<file path="config.mk">
export PLATFORM = sky130hd
export DESIGN_NAME = flash_bus_frontend
export DESIGN_NICKNAME = d
export VERILOG_FILES = /design/src/rtl/flash_fe_pkg.sv /design/src/rtl/flash_fe_strobe_filter.sv /design/src/rtl/flash_fe_write_capture.sv /design/src/rtl/flash_fe_idle_timer.sv /design/src/rtl/flash_bus_frontend.sv
export SDC_FILE = /design/constraint.sdc
export NUM_CORES = 1
export LEC_CHECK = 0
export BUFFER_PORTS_ARGS = -buffer_cell sky130_fd_sc_hd__clkbuf_2
export CAP_MARGIN = 0
export CORE_MARGIN = 4
export CORE_UTILIZATION = 50
export DETAILED_ROUTE_END_ITERATION = 7
export GPL_TIMING_DRIVEN = 0
export PLACE_DENSITY = 0.89
export SYNTH_ARGS = -nofsm -noshare
export SYNTH_HDL_FRONTEND = slang
export SYNTH_HIERARCHICAL = 1
export SYNTH_SLANG_ARGS = --single-unit
</file>
<file path="constraint.sdc">
create_clock -name clk_i -period 2.25 [get_ports clk_i]
set_clock_uncertainty 0.15 [all_clocks]
set_input_delay 0.3375 -clock clk_i [delete_from_list [all_inputs] [get_ports clk_i]]
set_output_delay 0.3375 -clock clk_i [all_outputs]
set_load 0.02 [all_outputs]
</file>
<file path="src/rtl/flash_fe_pkg.sv">
package flash_fe_pkg;

  typedef enum logic [1:0] {
    OP_STANDBY = 2'd0,
    OP_DISABLE = 2'd1,
    OP_READ    = 2'd2,
    OP_WRITE   = 2'd3
  } bus_op_e;

  function automatic bus_op_e decode_op(input logic ce_n, input logic oe_n, input logic we_n);
    if (ce_n)               return OP_STANDBY;
    else if (!oe_n && we_n) return OP_READ;
    else if (oe_n && !we_n) return OP_WRITE;
    else                    return OP_DISABLE;
  endfunction

endpackage

</file>
<file path="src/rtl/flash_fe_strobe_filter.sv">
module flash_fe_strobe_filter #(
  parameter int GLITCH_CYC = 3
) (
  input  logic clk_i,
  input  logic rst_ni,
  input  logic raw_i,
  output logic sync_o,
  output logic filt_o
);
  localparam int CW = $clog2(GLITCH_CYC + 1);

  logic          s1_q, s2_q, filt_q;
  logic [CW-1:0] cnt_q;

  always_ff @(posedge clk_i or negedge rst_ni) begin
    if (!rst_ni) begin
      s1_q   <= 1'b1;
      s2_q   <= 1'b1;
      filt_q <= 1'b1;
      cnt_q  <= '0;
    end else begin
      s1_q <= raw_i;
      s2_q <= s1_q;
      if (s2_q != filt_q) begin
        if (cnt_q == CW'(GLITCH_CYC - 1)) begin
          filt_q <= s2_q;
          cnt_q  <= '0;
        end else begin
          cnt_q <= cnt_q + CW'(1);
        end
      end else begin
        cnt_q <= '0;
      end
    end
  end

  assign sync_o = s2_q;
  assign filt_o = filt_q;
endmodule

</file>
<file path="src/rtl/flash_fe_write_capture.sv">
module flash_fe_write_capture #(
  parameter int AW = 16,
  parameter int DW = 16
) (
  input  logic          clk_i,
  input  logic          rst_ni,
  input  logic          ce_f_i,
  input  logic          oe_f_i,
  input  logic          we_f_i,
  input  logic [AW-1:0] addr_i,
  input  logic [DW-1:0] data_i,
  output logic          cmd_valid_o,
  output logic [AW-1:0] cmd_addr_o,
  output logic [DW-1:0] cmd_data_o
);
  logic          in_wr_q, wr_ok_q;
  logic [AW-1:0] addr_lat_q;

  always_ff @(posedge clk_i or negedge rst_ni) begin
    if (!rst_ni) begin
      in_wr_q     <= 1'b0;
      wr_ok_q     <= 1'b0;
      addr_lat_q  <= '0;
      cmd_valid_o <= 1'b0;
      cmd_addr_o  <= '0;
      cmd_data_o  <= '0;
    end else begin
      cmd_valid_o <= 1'b0;
      if (!in_wr_q) begin
        // second falling enable opens the cycle and fixes the address
        if (!ce_f_i && !we_f_i) begin
          in_wr_q    <= 1'b1;
          wr_ok_q    <= oe_f_i;
          addr_lat_q <= addr_i;
        end
      end else if (ce_f_i || we_f_i) begin
        // first rising enable closes it and fixes the data
        in_wr_q <= 1'b0;
        if (wr_ok_q && oe_f_i) begin
          cmd_valid_o <= 1'b1;
          cmd_addr_o  <= addr_lat_q;
          cmd_data_o  <= data_i;
        end
      end else if (!oe_f_i) begin
        wr_ok_q <= 1'b0;
      end
    end
  end
endmodule

</file>
<file path="src/rtl/flash_fe_idle_timer.sv">
module flash_fe_idle_timer #(
  parameter int AW       = 16,
  parameter int IDLE_CYC = 8
) (
  input  logic          clk_i,
  input  logic          rst_ni,
  input  logic [2:0]    strb_i,
  input  logic [AW-1:0] addr_i,
  output logic          auto_o
);
  localparam int CW = $clog2(IDLE_CYC + 1);

  logic [2:0]    strb_q;
  logic [AW-1:0] addr_q;
  logic [CW-1:0] cnt_q;
  logic          act;

  assign act = (strb_i != strb_q) || (addr_i != addr_q);

  always_ff @(posedge clk_i or negedge rst_ni) begin
    if (!rst_ni) begin
      strb_q <= 3'b111;
      addr_q <= '0;
      cnt_q  <= '0;
      auto_o <= 1'b0;
    end else begin
      strb_q <= strb_i;
      addr_q <= addr_i;
      if (act) begin
        cnt_q  <= '0;
        auto_o <= 1'b0;
      end else if (!auto_o) begin
        if (cnt_q == CW'(IDLE_CYC - 1)) auto_o <= 1'b1;
        else                            cnt_q  <= cnt_q + CW'(1);
      end
    end
  end
endmodule

</file>
<file path="src/rtl/flash_bus_frontend.sv">
module flash_bus_frontend
  import flash_fe_pkg::*;
#(
  parameter int          AW         = 16,
  parameter int          DW         = 16,
  parameter int          GLITCH_CYC = 3,
  parameter int          IDLE_CYC   = 8,
  parameter logic [15:0] MFR_CODE   = 16'h0020,
  parameter logic [15:0] DEV_CODE   = 16'h0097
) (
  input  logic          clk_i,
  input  logic          rst_ni,
  input  logic          ce_ni,
  input  logic          oe_ni,
  input  logic          we_ni,
  input  logic [AW-1:0] addr_i,
  input  logic          id_hv_i,
  input  logic [DW-1:0] data_i,
  output logic [DW-1:0] data_o,
  output logic          data_oe_o,
  input  logic [DW-1:0] rd_data_i,
  input  logic          busy_i,
  output logic          cmd_valid_o,
  output logic [AW-1:0] cmd_addr_o,
  output logic [DW-1:0] cmd_data_o,
  output logic [1:0]    bus_op_o,
  output logic          standby_o
);
  localparam int NSTRB = 3;

  logic [NSTRB-1:0] strb_raw, strb_sync, strb_filt;
  logic             ce_f, oe_f, we_f, auto_stby, id_sel;
  bus_op_e          op;

  assign strb_raw = {we_ni, oe_ni, ce_ni};

  for (genvar g = 0; g < NSTRB; g++) begin : g_strb
    flash_fe_strobe_filter #(.GLITCH_CYC(GLITCH_CYC)) u_filt (
      .clk_i  (clk_i),
      .rst_ni (rst_ni),
      .raw_i  (strb_raw[g]),
      .sync_o (strb_sync[g]),
      .filt_o (strb_filt[g])
    );
  end

  assign ce_f = strb_filt[0];
  assign oe_f = strb_filt[1];
  assign we_f = strb_filt[2];

  assign op       = decode_op(ce_f, oe_f, we_f);
  assign bus_op_o = op;

  flash_fe_write_capture #(.AW(AW), .DW(DW)) u_wr (
    .clk_i       (clk_i),
    .rst_ni      (rst_ni),
    .ce_f_i      (ce_f),
    .oe_f_i      (oe_f),
    .we_f_i      (we_f),
    .addr_i      (addr_i),
    .data_i      (data_i),
    .cmd_valid_o (cmd_valid_o),
    .cmd_addr_o  (cmd_addr_o),
    .cmd_data_o  (cmd_data_o)
  );

  flash_fe_idle_timer #(.AW(AW), .IDLE_CYC(IDLE_CYC)) u_idle (
    .clk_i  (clk_i),
    .rst_ni (rst_ni),
    .strb_i (strb_sync),
    .addr_i (addr_i),
    .auto_o (auto_stby)
  );

  // identification words replace array data under the high-voltage flag
  assign id_sel    = id_hv_i && !addr_i[1];
  assign data_oe_o = (op == OP_READ);
  always_comb begin
    if (id_sel) data_o = addr_i[0] ? DW'(DEV_CODE) : DW'(MFR_CODE);
    else        data_o = rd_data_i;
  end

  assign standby_o = !busy_i && (ce_f || auto_stby);
endmodule

</file>
# Word level (Yosys, flattened, before mapping)
# Index checks and enable logic that the tools add are counted.
totals:
  output_inout_bits: 53
  regBits: 90
  wordCells: 90
  inputBits: 55
op_classes:
  n_eq_ne: 14
  n_mux: 27
  bitwise: 1
  n_reduce_logical: 22
  n_addsub: 4
op_table:
  columns: ["cell", "count"]
  rows:
  - ["2-bit two-way mux", 9]
  - ["16-bit two-way mux", 1]
  - ["16-bit != test", 1]
  - ["1-bit two-way mux", 13]
  - ["4-bit two-way mux", 3]
  - ["2-bit AND reduction", 5]
  - ["2-bit equality test (second input constant)", 4]
  - ["8-bit two-way mux", 1]
  - ["2-bit by 1-bit adder with 2-bit output (second input constant)", 3]
  - ["1-bit logical AND", 6]
  - ["2-bit != test (second input constant)", 3]
  - ["3-bit AND reduction", 2]
  - ["1-bit logical NOT", 5]
  - ["4-bit by 1-bit adder with 4-bit output (second input constant)", 1]
  - ["4-bit by 3-bit equality test with 1-bit output (second input constant)", 1]
  - ["1-bit logical OR", 3]
  - ["1-bit != test", 3]
  - ["3-bit != test", 1]
  - ["2-bit by 1-bit != test with 1-bit output (second input constant)", 1]
  - ["2-bit nonzero test", 1]
  - ["1-bit inverter", 1]

# Logic depth before layout (Yosys ltp)
# Gate-level depths: netlist of the first run.
depth:
  depth_word: 6
  mapped_depth: 4
  mapped_depth_nobuf: 4

# Modules after synthesis
# Netlist of the first run, hierarchy kept.
by_module_without_submodules:
  columns: ["module", "cells_each", "area_per_inst_um2", "seq_area_each_um2", "n_inst"]
  rows:
  - ["flash_fe_write_capture", 108, 2031.9, 1276.2, 1]
  - ["flash_fe_idle_timer", 66, 919.6, 604.3, 1]
  - ["flash_fe_strobe_filter", 10, 178.9, 128.9, 3]
  - ["flash_bus_frontend", 28, 232.7, 0.0, 1]

# Least setup slack after synthesis of the first run
# No wires, ideal clock.
synth_timing:
  kind: "register -> output"
  from: "reg g_strb[1].u_filt.filt_q"
  to: "out bus_op_o[1]"
  setup_slack_ns: 0.586
  required_ns: 1.762
  stages_incl_launch_ff: 4
  path_buffers: 0
  t_arrival_ns: 1.176
  cell_sequence: "dfstp_2 inv_1 ha_1 nor2_1"
synth_between:
  elab_chain_len: 4
  elab_cells_between_ends: 6
  cone_classes: "mux: 3; reduce/logical: 3"
synth_lines:
  columns: ["element", "line", "source"]
  rows:
  - ["from (decl)", "flash_fe_strobe_filter.sv:12", "logic s1_q, s2_q, filt_q;"]
  - ["from (signal assigned)", "flash_fe_strobe_filter.sv:26", "filt_q <= s2_q;"]
  - ["1-bit logical AND / 1-bit logical NOT (equally long branches)", null, null]
  - ["2-bit two-way mux / 1-bit logical AND (equally long branches)", "flash_fe_pkg.sv:13, flash_fe_pkg.sv:12", null]
  - ["2-bit two-way mux (*)", "flash_fe_pkg.sv:12", "else if (!oe_n && we_n) return OP_READ;"]
  - ["2-bit two-way mux (*)", "flash_fe_pkg.sv:11", "if (ce_n) return OP_STANDBY;"]
  - ["to (decl)", "flash_bus_frontend.sv:26", "output logic [1:0] bus_op_o,"]
# Every way passes the cells marked *; elsewhere a longest branch is shown, timed or not.

# Worst setup path after layout of the first run
# Same ends and word-level chain as after synthesis.

==> flow_metrics.env, run 1 <==
export IMPL_clkTransAtPathRegs_ps=80
export IMPL_diodes=0
export IMPL_peakVddDrop_v=0.000836
export IMPL_cts_root_buf="clkbuf_8"
export IMPL_synth_cell_types=31
export IMPL_core_mm2=0.00725
export IMPL_synthToLayoutAreaGrowth_pct=29.5
export IMPL_drt_total_wl_um=7160
export IMPL_grt_antenna_before_repair=0
export IMPL_outcome="completed"
export IMPL_period_share_pct=90.5
export IMPL_synth_nets=289
export IMPL_synthArstFlopShare_pct=100
export IMPL_gp_congestion=0.704
export IMPL_start_util_pct=51.3
export IMPL_cts_setup_buffers=0
export IMPL_drc=0
export IMPL_setup_tns_final_ps=0
export IMPL_wl_per_cell_um=15.2
export IMPL_crit_fanout=5
export IMPL_hpwl_um=4940
export IMPL_grt_overflow_total=0
export IMPL_critical_path_class="flop to primary output"
export IMPL_synth_top_cell_by_area="dfrtp_1"
export IMPL_synthFlopType="dfrtp_1"
export IMPL_synth_top_area_share_pct=52.5
export IMPL_setup_viol=0
export IMPL_grt_pass1_wl_um=11500
export IMPL_antenna_left=0
export IMPL_die_area_mm2=0.00889
export IMPL_synth_cells=232
export IMPL_via_per_inst=4.86
export IMPL_worstPathRequired_ps=1760
export IMPL_cts_max_level=3
export IMPL_drv_cap=0
export IMPL_rsz0062_at_grt="false"
export IMPL_yosysSeqAreaShare_pct=60.9
export IMPL_ctsResizeCount=0
export IMPL_final_cell_mix="clkbuf_2 (106), dfrtp_1 (78), mux2_4 (32), xor2_1 (19), mux2_2 (19)"
export IMPL_die_h_um=94.3
export IMPL_num_io_pins=108
export IMPL_die_x_um=94.3
export IMPL_cts_tree="built"
export IMPL_post_route_min_period_ps=2040
export IMPL_layout_commonest_cell="clkbuf_2"
export IMPL_cp_end_kind="primary output"
export IMPL_syn_avg_cell_area_um2=16.0
export IMPL_worst_slew_pin_slew_ps=486
export IMPL_drive_gt1_share_pct=58.1
export IMPL_track_usage_pct=16.9
export IMPL_grt_max_degree=63
export IMPL_hold_class="input port to flop"
export IMPL_worst_slack_ps=215
export IMPL_num_vias=2288
export IMPL_fill_cells=526
export IMPL_max_slew_margin_pct=67.5
export IMPL_timing_final_hold_violations=0
export IMPL_powerDensity_mw_per_mm2=1270
export IMPL_cts_path_max_buffers=2
export IMPL_syn_area_mm2=0.00372
export IMPL_insertion_delay_ps=340
export IMPL_crit_arrival_ps=1550
export IMPL_numCtsBuffers=9
export IMPL_portBuffers=107
export IMPL_row_count=31
export IMPL_yosys_top_cells_area="dfrtp_1 (52%), mux2_4 (13%), dfstp_2 (8.5%), mux2_2 (5.7%), xor2_1 (4.5%)"
export IMPL_cts_sinks=90
export IMPL_ys_ff_latch=90
export IMPL_finalNonFillerCells=471
export IMPL_grt_pass1_vias=2408
export IMPL_dp_cells=439
export IMPL_cp_start_kind="flop"
export IMPL_fmax_mhz=491
export IMPL_drt_iter0_markers=64
export IMPL_nNetsFinal=425
export IMPL_p_leak_nw=2.41
export IMPL_postCtsHoldBufs=17
export IMPL_yosys_warnings=6
export IMPL_synth_edff_count=0
export IMPL_slew_violations=0
export IMPL_drtPass1Iterations=4
export IMPL_dp_slack_ps=452
export IMPL_total_power_w=0.00614
==> worst max-delay path, cell delays in order (launching register included) <==
cell,delay (ps)
dfstp_2,600
inv_1,60
ha_1,280
nor2_1,90
clkbuf_2,170
==> synth_stat cells, drive strengths merged (4+ instances only) <==
cell type	n
and2	10
dfrtp	78
nor3	9
dfstp	12
xnor2	4
inv	4
xor2	19
a21o	5
nor2b	4
buf	6
nor2	5
mux2	51
nor4	4
==> worst paths after layout <==
| path | slack (ps) | startpoint | end | depth (start not counted) |
|---|---|---|---|---|
| max in group asynchronous | 920 | rst_ni | u_idle/strb_q[0] | 3 |
| min in group asynchronous | 340 | rst_ni | u_wr/cmd_data_o[1] | 2 |
| min | 20 | addr_i[10] | u_idle/addr_q[10] | 1 |
| max reg2reg | 480 | g_strb[0].u_filt/filt_o | u_wr/addr_lat_q[13] | 3 |
| min reg2reg | 210 | g_strb[0].u_filt/s1_q | g_strb[0].u_filt/sync_o | 0 |
| max | 210 | g_strb[1].u_filt/filt_o | bus_op_o[1] | 4 |
==> kinds of logic after synthesis <==
family	after synthesis	synth area share (%)
compound gates	9	2.56
xor+xnor	23	5.41
fa+ha+maj	2	0.672
buf+inv	10	2.32
flops	90	60.9
mux	54	19.5
simple gates	44	8.64
==> where the power goes <==
part | leakage, nW | switching (W) | internal (W)
Sequential | 1.07 | 0.000418 | 0.00221
Combinational | 1.23 | 0.00105 | 0.00118
Clock | 0.116 | 0.000553 | 0.000737
==> sequential cells by signal (all words and copies together) (netlist names) <==
name                  cells
u_idle/addr_q            16
u_wr/addr_lat_q          16
u_wr/cmd_addr_o          16
u_wr/cmd_data_o          16
g_strb.u_filt/cnt_q       6
u_idle/cnt_q              4
g_strb.u_filt/filt_o      3
g_strb.u_filt/s1_q        3
g_strb.u_filt/sync_o      3
u_idle/strb_q             3
u_idle/auto_o             1
u_wr/cmd_valid_o          1
u_wr/in_wr_q              1
u_wr/wr_ok_q              1
==> cell type report <==
cell class / count / area, µm² / area share [%]
sequential: 90 / 2270 / 47.0
timing repair buffer: 125 / 736 / 15.3
clock inverter: 6 / 115 / 2.39
inverter: 4 / 15.0 / 0.312
clock buffer: 9 / 124 / 2.57
multi-input combinational: 132 / 1370 / 28.4
buffer: 6 / 71.3 / 1.48
tap: 99 / 124 / 2.57
==> layer usage <==
metal	global-route usage (%)	wire (µm)
met5	0	0
met4	4.33	48
met3	5.13	584
met2	29.0	3650
met1	20.8	2880
==> per-stage QoR <==
stage	area, µm²	hold slack (ps)	utilization, %
finish	4820	17.9	66.4
floorplan	3720	-108	-
CTS	4820	2.89	66.4
global route	4820	4.30	66.4
detailed placement	4410	174	60.8
global placement	4380	196	60.4
Power figures use the tool's default switching activity.
==> inputs of run 2 (changes only) <==
==> constraint.sdc (replaced) <==
create_clock -name clk_i -period 2.6 [get_ports clk_i]
set_clock_uncertainty 0.15 [all_clocks]
set_input_delay 0 -clock clk_i [delete_from_list [all_inputs] [get_ports clk_i]]
set_output_delay 0 -clock clk_i [all_outputs]
set_load 0.02 [all_outputs]
==> run 2 against run 1 <==
Sequential share of layout area shrank 2.1 points. Die area is the same. Flip-flop and latch count is the same. Via count grew 3.3%. Highest routed layer unchanged.
==> flow_metrics.env, run 2 (synthesis results as in run 1) <==
export IMPL_outcome="completed"
export IMPL_portBuffers=107
export IMPL_fin_util_pct=69.5
export IMPL_die_area_mm2=0.00889
export IMPL_crit_fanout=10
export IMPL_fill_cells=501
export IMPL_cp_slowest_cell="nor3_4"
export IMPL_powerDensity_mw_per_mm2=1060
export IMPL_slew_violations=0
export IMPL_timing_final_hold_violations=0
export IMPL_gp_congestion=0.704
export IMPL_final_cell_mix="clkbuf_2 (106), dfrtp_1 (78), dlygate4sd3_1 (37), mux2_4 (32)"
export IMPL_num_io_pins=108
export IMPL_worstPathRequired_ps=2680
export IMPL_row_count=31
export IMPL_max_slew_margin_pct=66.9
export IMPL_slowest_delay_ps=460
export IMPL_grt_antenna_before_repair=0
export IMPL_post_route_min_period_ps=1790
export IMPL_hold_class="input port to primary output"
export IMPL_antenna_left=0
export IMPL_die_h_um=94.3
export IMPL_layout_commonest_cell="clkbuf_2"
export IMPL_synthToLayoutAreaGrowth_pct=35.4
export IMPL_wl_per_cell_um=15.0
export IMPL_grt_max_degree=63
export IMPL_fmax_mhz=560
export IMPL_core_mm2=0.00725
export IMPL_drt_iter0_markers=47
export IMPL_num_vias=2363
export IMPL_cts_max_level=3
export IMPL_peakVddDrop_v=0.000724
export IMPL_hpwl_um=4940
export IMPL_grt_pass1_vias=2475
export IMPL_worst_slew_pin_slew_ps=495
export IMPL_diodes=0
export IMPL_grt_pass1_wl_um=11900
export IMPL_drt_total_wl_um=7370
export IMPL_via_per_inst=4.80
export IMPL_nNetsFinal=446
export IMPL_cts_sinks=90
export IMPL_track_usage_pct=17.5
export IMPL_setup_viol=0
export IMPL_total_power_w=0.00535
export IMPL_die_x_um=94.3
export IMPL_cp_start_kind="flop"
export IMPL_numCtsBuffers=9
export IMPL_start_util_pct=51.3
export IMPL_clkTransAtPathRegs_ps=80
export IMPL_rsz0062_at_grt="false"
export IMPL_cts_tree="built"
export IMPL_path_cells="nor3_4 -> buf_6 -> mux2_2"
export IMPL_cts_root_buf="clkbuf_8"
export IMPL_setup_tns_final_ps=0
export IMPL_cp_end_kind="flop"
export IMPL_insertion_delay_ps=350
export IMPL_drv_cap=0
export IMPL_drive_gt1_share_pct=55.2
export IMPL_p_leak_nw=2.51
export IMPL_ctsResizeCount=0
export IMPL_period_share_pct=68.7
export IMPL_grt_overflow_total=0
export IMPL_drtPass1Iterations=4
export IMPL_cts_setup_buffers=0
export IMPL_critical_path_class="flop to flop"
export IMPL_drc=0
export IMPL_cts_path_max_buffers=2
export IMPL_crit_arrival_ps=1860
run 2: cell count changes in the layout (fill, tap and decap cells not counted), sizes merged:
cell and change:
buf +1, dlygate4sd3 +20
run 2: repair_timing:
| action | in CTS | in global routing |
|---|---|---|
| endpoints found under the setup margin | 0 | 0 |
| hold endpoints to repair | 129 | 0 |
| hold buffers | 38 | 0 |
run 2: metal layers:
metal  routed length, µm  vias up  track usage, %
li1                    -     1111               -
met1                3030     1163            21.3
met2                3760       85            30.6
met3                 553        4            5.21
met4                  34        0            4.09
met5                   0        -               0
run 2: cell type report:
type	instances	area (µm²)	area share (%)
Inverter	4	15.0	0.298
Clock inverter	6	115	2.28
Buffer	6	71.3	1.42
Multi-Input combinational cell	132	1370	27.1
Timing Repair Buffer	146	956	19.0
Sequential cell	90	2270	45.0
Tap cell	99	124	2.46
Clock buffer	9	124	2.46
run 2: final timing paths:
path                                               from                 endpoint  slack (ps)  cells past startpoint
worst max-delay path            g_strb[0].u_filt/filt_o      u_wr/addr_lat_q[13]         810                      3
worst min-delay path                             busy_i                standby_o         100                      3
worst max register to register  g_strb[0].u_filt/filt_o      u_wr/addr_lat_q[13]         810                      3
worst min register to register    g_strb[0].u_filt/s1_q  g_strb[0].u_filt/sync_o         210                      0
max in group asynchronous                        rst_ni  g_strb[0].u_filt/sync_o        1320                      4
min in group asynchronous                        rst_ni       u_wr/addr_lat_q[2]         430                      3
run 2: critical path, delay by kind of cell (launching register included):
family	cells	cell delay, ps
buffers and inverters	1	250
multiplexers	1	360
flip-flops	1	450
AND/OR/NAND/NOR	1	460
run 2: power by group:
group | total (W) | switching [W] | leakage (nW) | internal, W
clock | 0.00111 | 0.000476 | 0.116 | 0.000638
sequential | 0.00228 | 0.000364 | 1.07 | 0.00191
combinational | 0.00196 | 0.000915 | 1.33 | 0.00104
run 2: through the flow:
step	setup slack (ps)	std cells	instance area [µm²]	hold slack (ps)
after CTS	794	492	5040	103
after floorplan	1030	232	3720	-446
final	815	492	5040	99.1
after global routing	754	492	5040	117
after detailed placement	802	439	4410	-163
after global placement	467	438	4380	-63.3
==> inputs of run 3 (changes only) <==
CORE_UTILIZATION = 46   (was 50)
PLACE_DENSITY = 0.87   (was 0.89)
clock period = 1.4 ns   (was 2.6 ns; I/O delays follow)
==> run 3 against run 2 <==
The run now ends with hold timing, setup timing left. Largest cell class unchanged. Final area up 6.0%. Highest routed layer unchanged. Die area up 7.9%. Largest power group is now combinational cells. Setup slack worse by 1100 ps. Power up 98%. Utilization down 1.1 points.
==> flow_metrics.env, run 3 (synthesis results as in run 1) <==
export IMPL_drive_gt1_share_pct=62.3
export IMPL_p_switching_w=0.00353
export IMPL_cp_end_kind="flop"
export IMPL_final_cell_mix="clkbuf_2 (102), dfrtp_1 (78), mux2_4 (48), dlygate4sd3_1 (36), xor2_1 (17)"
export IMPL_fill_cells=546
export IMPL_worst_slew_pin_slew_ps=363
export IMPL_outcome="finished with violations"
export IMPL_worst_slack_ps=-242
export IMPL_cts_path_max_buffers=2
export IMPL_p_int_w=0.00709
export IMPL_grt_max_degree=68
export IMPL_grt_use_met1_pct=20.9
export IMPL_hpwl_um=5060
export IMPL_numCtsBuffers=9
export IMPL_hold_class="input port to async pin"
export IMPL_die_x_um=97.9
export IMPL_final_seq_area_mm2=0.00227
export IMPL_setup_viol=57
export IMPL_gp_congestion=0.732
export IMPL_drv_cap=0
export IMPL_critical_path_class="flop to flop"
export IMPL_fmax_mhz=609
export IMPL_start_util_pct=47.7
export IMPL_seqPwrFrac_pct=39.6
export IMPL_drt_iter0_markers=61
export IMPL_dp_cells=442
export IMPL_diodes=0
export IMPL_synthToLayoutAreaGrowth_pct=43.5
export IMPL_antenna_left=0
export IMPL_clkTransAtPathRegs_ps=90
export IMPL_timing_final_hold_violations=23
export IMPL_wl_per_cell_um=15.9
export IMPL_violations="hold timing, setup timing"
export IMPL_worstPathRequired_ps=1480
export IMPL_die_h_um=97.9
export IMPL_post_route_min_period_ps=1640
export IMPL_grt_antenna_before_repair=0
export IMPL_power_frac_comb_pct=42.5
export IMPL_peakVddDrop_v=0.00134
export IMPL_num_vias=2436
export IMPL_grt_pass1_vias=2738
export IMPL_track_usage_pct=17.2
export IMPL_drt_total_wl_um=8010
export IMPL_core_mm2=0.00781
export IMPL_total_power_w=0.0106
export IMPL_use_met2_pct=29.7
export IMPL_max_slew_margin_pct=75.8
export IMPL_cts_sinks=90
export IMPL_via_per_inst=4.82
export IMPL_nNetsFinal=455
export IMPL_portBuffers=107
export IMPL_finalNonFillerCells=505
export IMPL_busiest_layer="met2"
export IMPL_dpl_cell_area_mm2=0.00446
export IMPL_insertion_delay_ps=350
export IMPL_rsz0062_at_grt="true"
export IMPL_grt_pass1_wl_um=13300
export IMPL_layout_commonest_cell="clkbuf_2"
export IMPL_worst_hold_slack_ps=-16.6
export IMPL_grtUsageMet3_pct=4.93
export IMPL_design_area_mm2=0.00534
export IMPL_clkPwrFrac_pct=17.8
export IMPL_cts_root_buf="clkbuf_8"
export IMPL_grt_overflow_total=0
export IMPL_switching_share_pct=33.2
export IMPL_slew_violations=0
export IMPL_crit_fanout=10
export IMPL_crit_arrival_ps=1720
export IMPL_drtPass1Iterations=4
export IMPL_cp_start_kind="flop"
export IMPL_powerDensity_mw_per_mm2=1990
export IMPL_period_share_pct=117
export IMPL_die_area_mm2=0.00959
export IMPL_num_io_pins=108
export IMPL_setup_tns_final_ps=-11800
export IMPL_drc=0
export IMPL_cts_tree="built"
export IMPL_multi_input_area_mm2=0.00159
export IMPL_cts_max_level=3
export IMPL_row_count=32
export IMPL_p_leak_nw=2.63
run 3: stage by stage:
step | util, % | worst slack [ps]
2_1_floorplan | - | -170
3_3_place_gp | 56.8 | -741
3_5_place_dp | 57.1 | -416
6_report | 68.4 | -242
5_1_grt | 68.4 | -278
4_1_cts | 67.1 | -251
run 3: critical path: stages, from the launching register on:
cell       delay (ps)
dfstp_2           650
o2111ai_4         190
buf_8             220
mux2_4            300
run 3: cell type report:
type	instances	share of cell area, %
Sequential cell	90	42.4
Multi-Input combinational cell	132	29.7
Timing Repair Buffer	155	19.6
Tap cell	102	2.39
Clock buffer	9	2.32
Clock inverter	7	1.73
Buffer	6	1.48
Inverter	4	0.281
run 3: repair_timing:
action / CTS / global route
pin swaps: 15 / 5
gates cloned: 1 / 0
setup buffers: 9 / 2
endpoints found under the hold margin: 129 / 0
resized for setup: 30 / 22
hold buffers: 36 / 0
endpoints found under the setup margin: 59 / 61
run 3: routing by layer:
metal	wire (µm)	up-vias
li1	-	1131
met1	3260	1195
met2	4030	98
met3	542	12
met4	172	0
met5	0	-
run 3: power by group through the flow:
stage          clock network, W  registers, W  logic [W]
6_report                0.00189       0.00421    0.00451
4_1_cts                 0.00195       0.00419    0.00426
3_5_place_dp                  0       0.00427    0.00368
3_3_place_gp                  0       0.00421    0.00359
5_1_grt                 0.00206       0.00433    0.00477
2_1_floorplan                 0       0.00473    0.00208
run 3: final timing paths:
kind | start | cells past startpoint | end | slack (ps)
min in group clk_i | addr_i[11] | 5 | u_idle/cnt_q[1] | 70
min | rst_ni | 2 | u_wr/cmd_addr_o[13] | -20
max in group asynchronous | rst_ni | 3 | u_idle/strb_q[2] | 460
max reg2reg | g_strb[2].u_filt/filt_o | 3 | u_wr/cmd_addr_o[0] | -240
min reg2reg | g_strb[0].u_filt/s1_q | 0 | g_strb[0].u_filt/sync_o | 210
max | g_strb[2].u_filt/filt_o | 3 | u_wr/cmd_addr_o[0] | -240
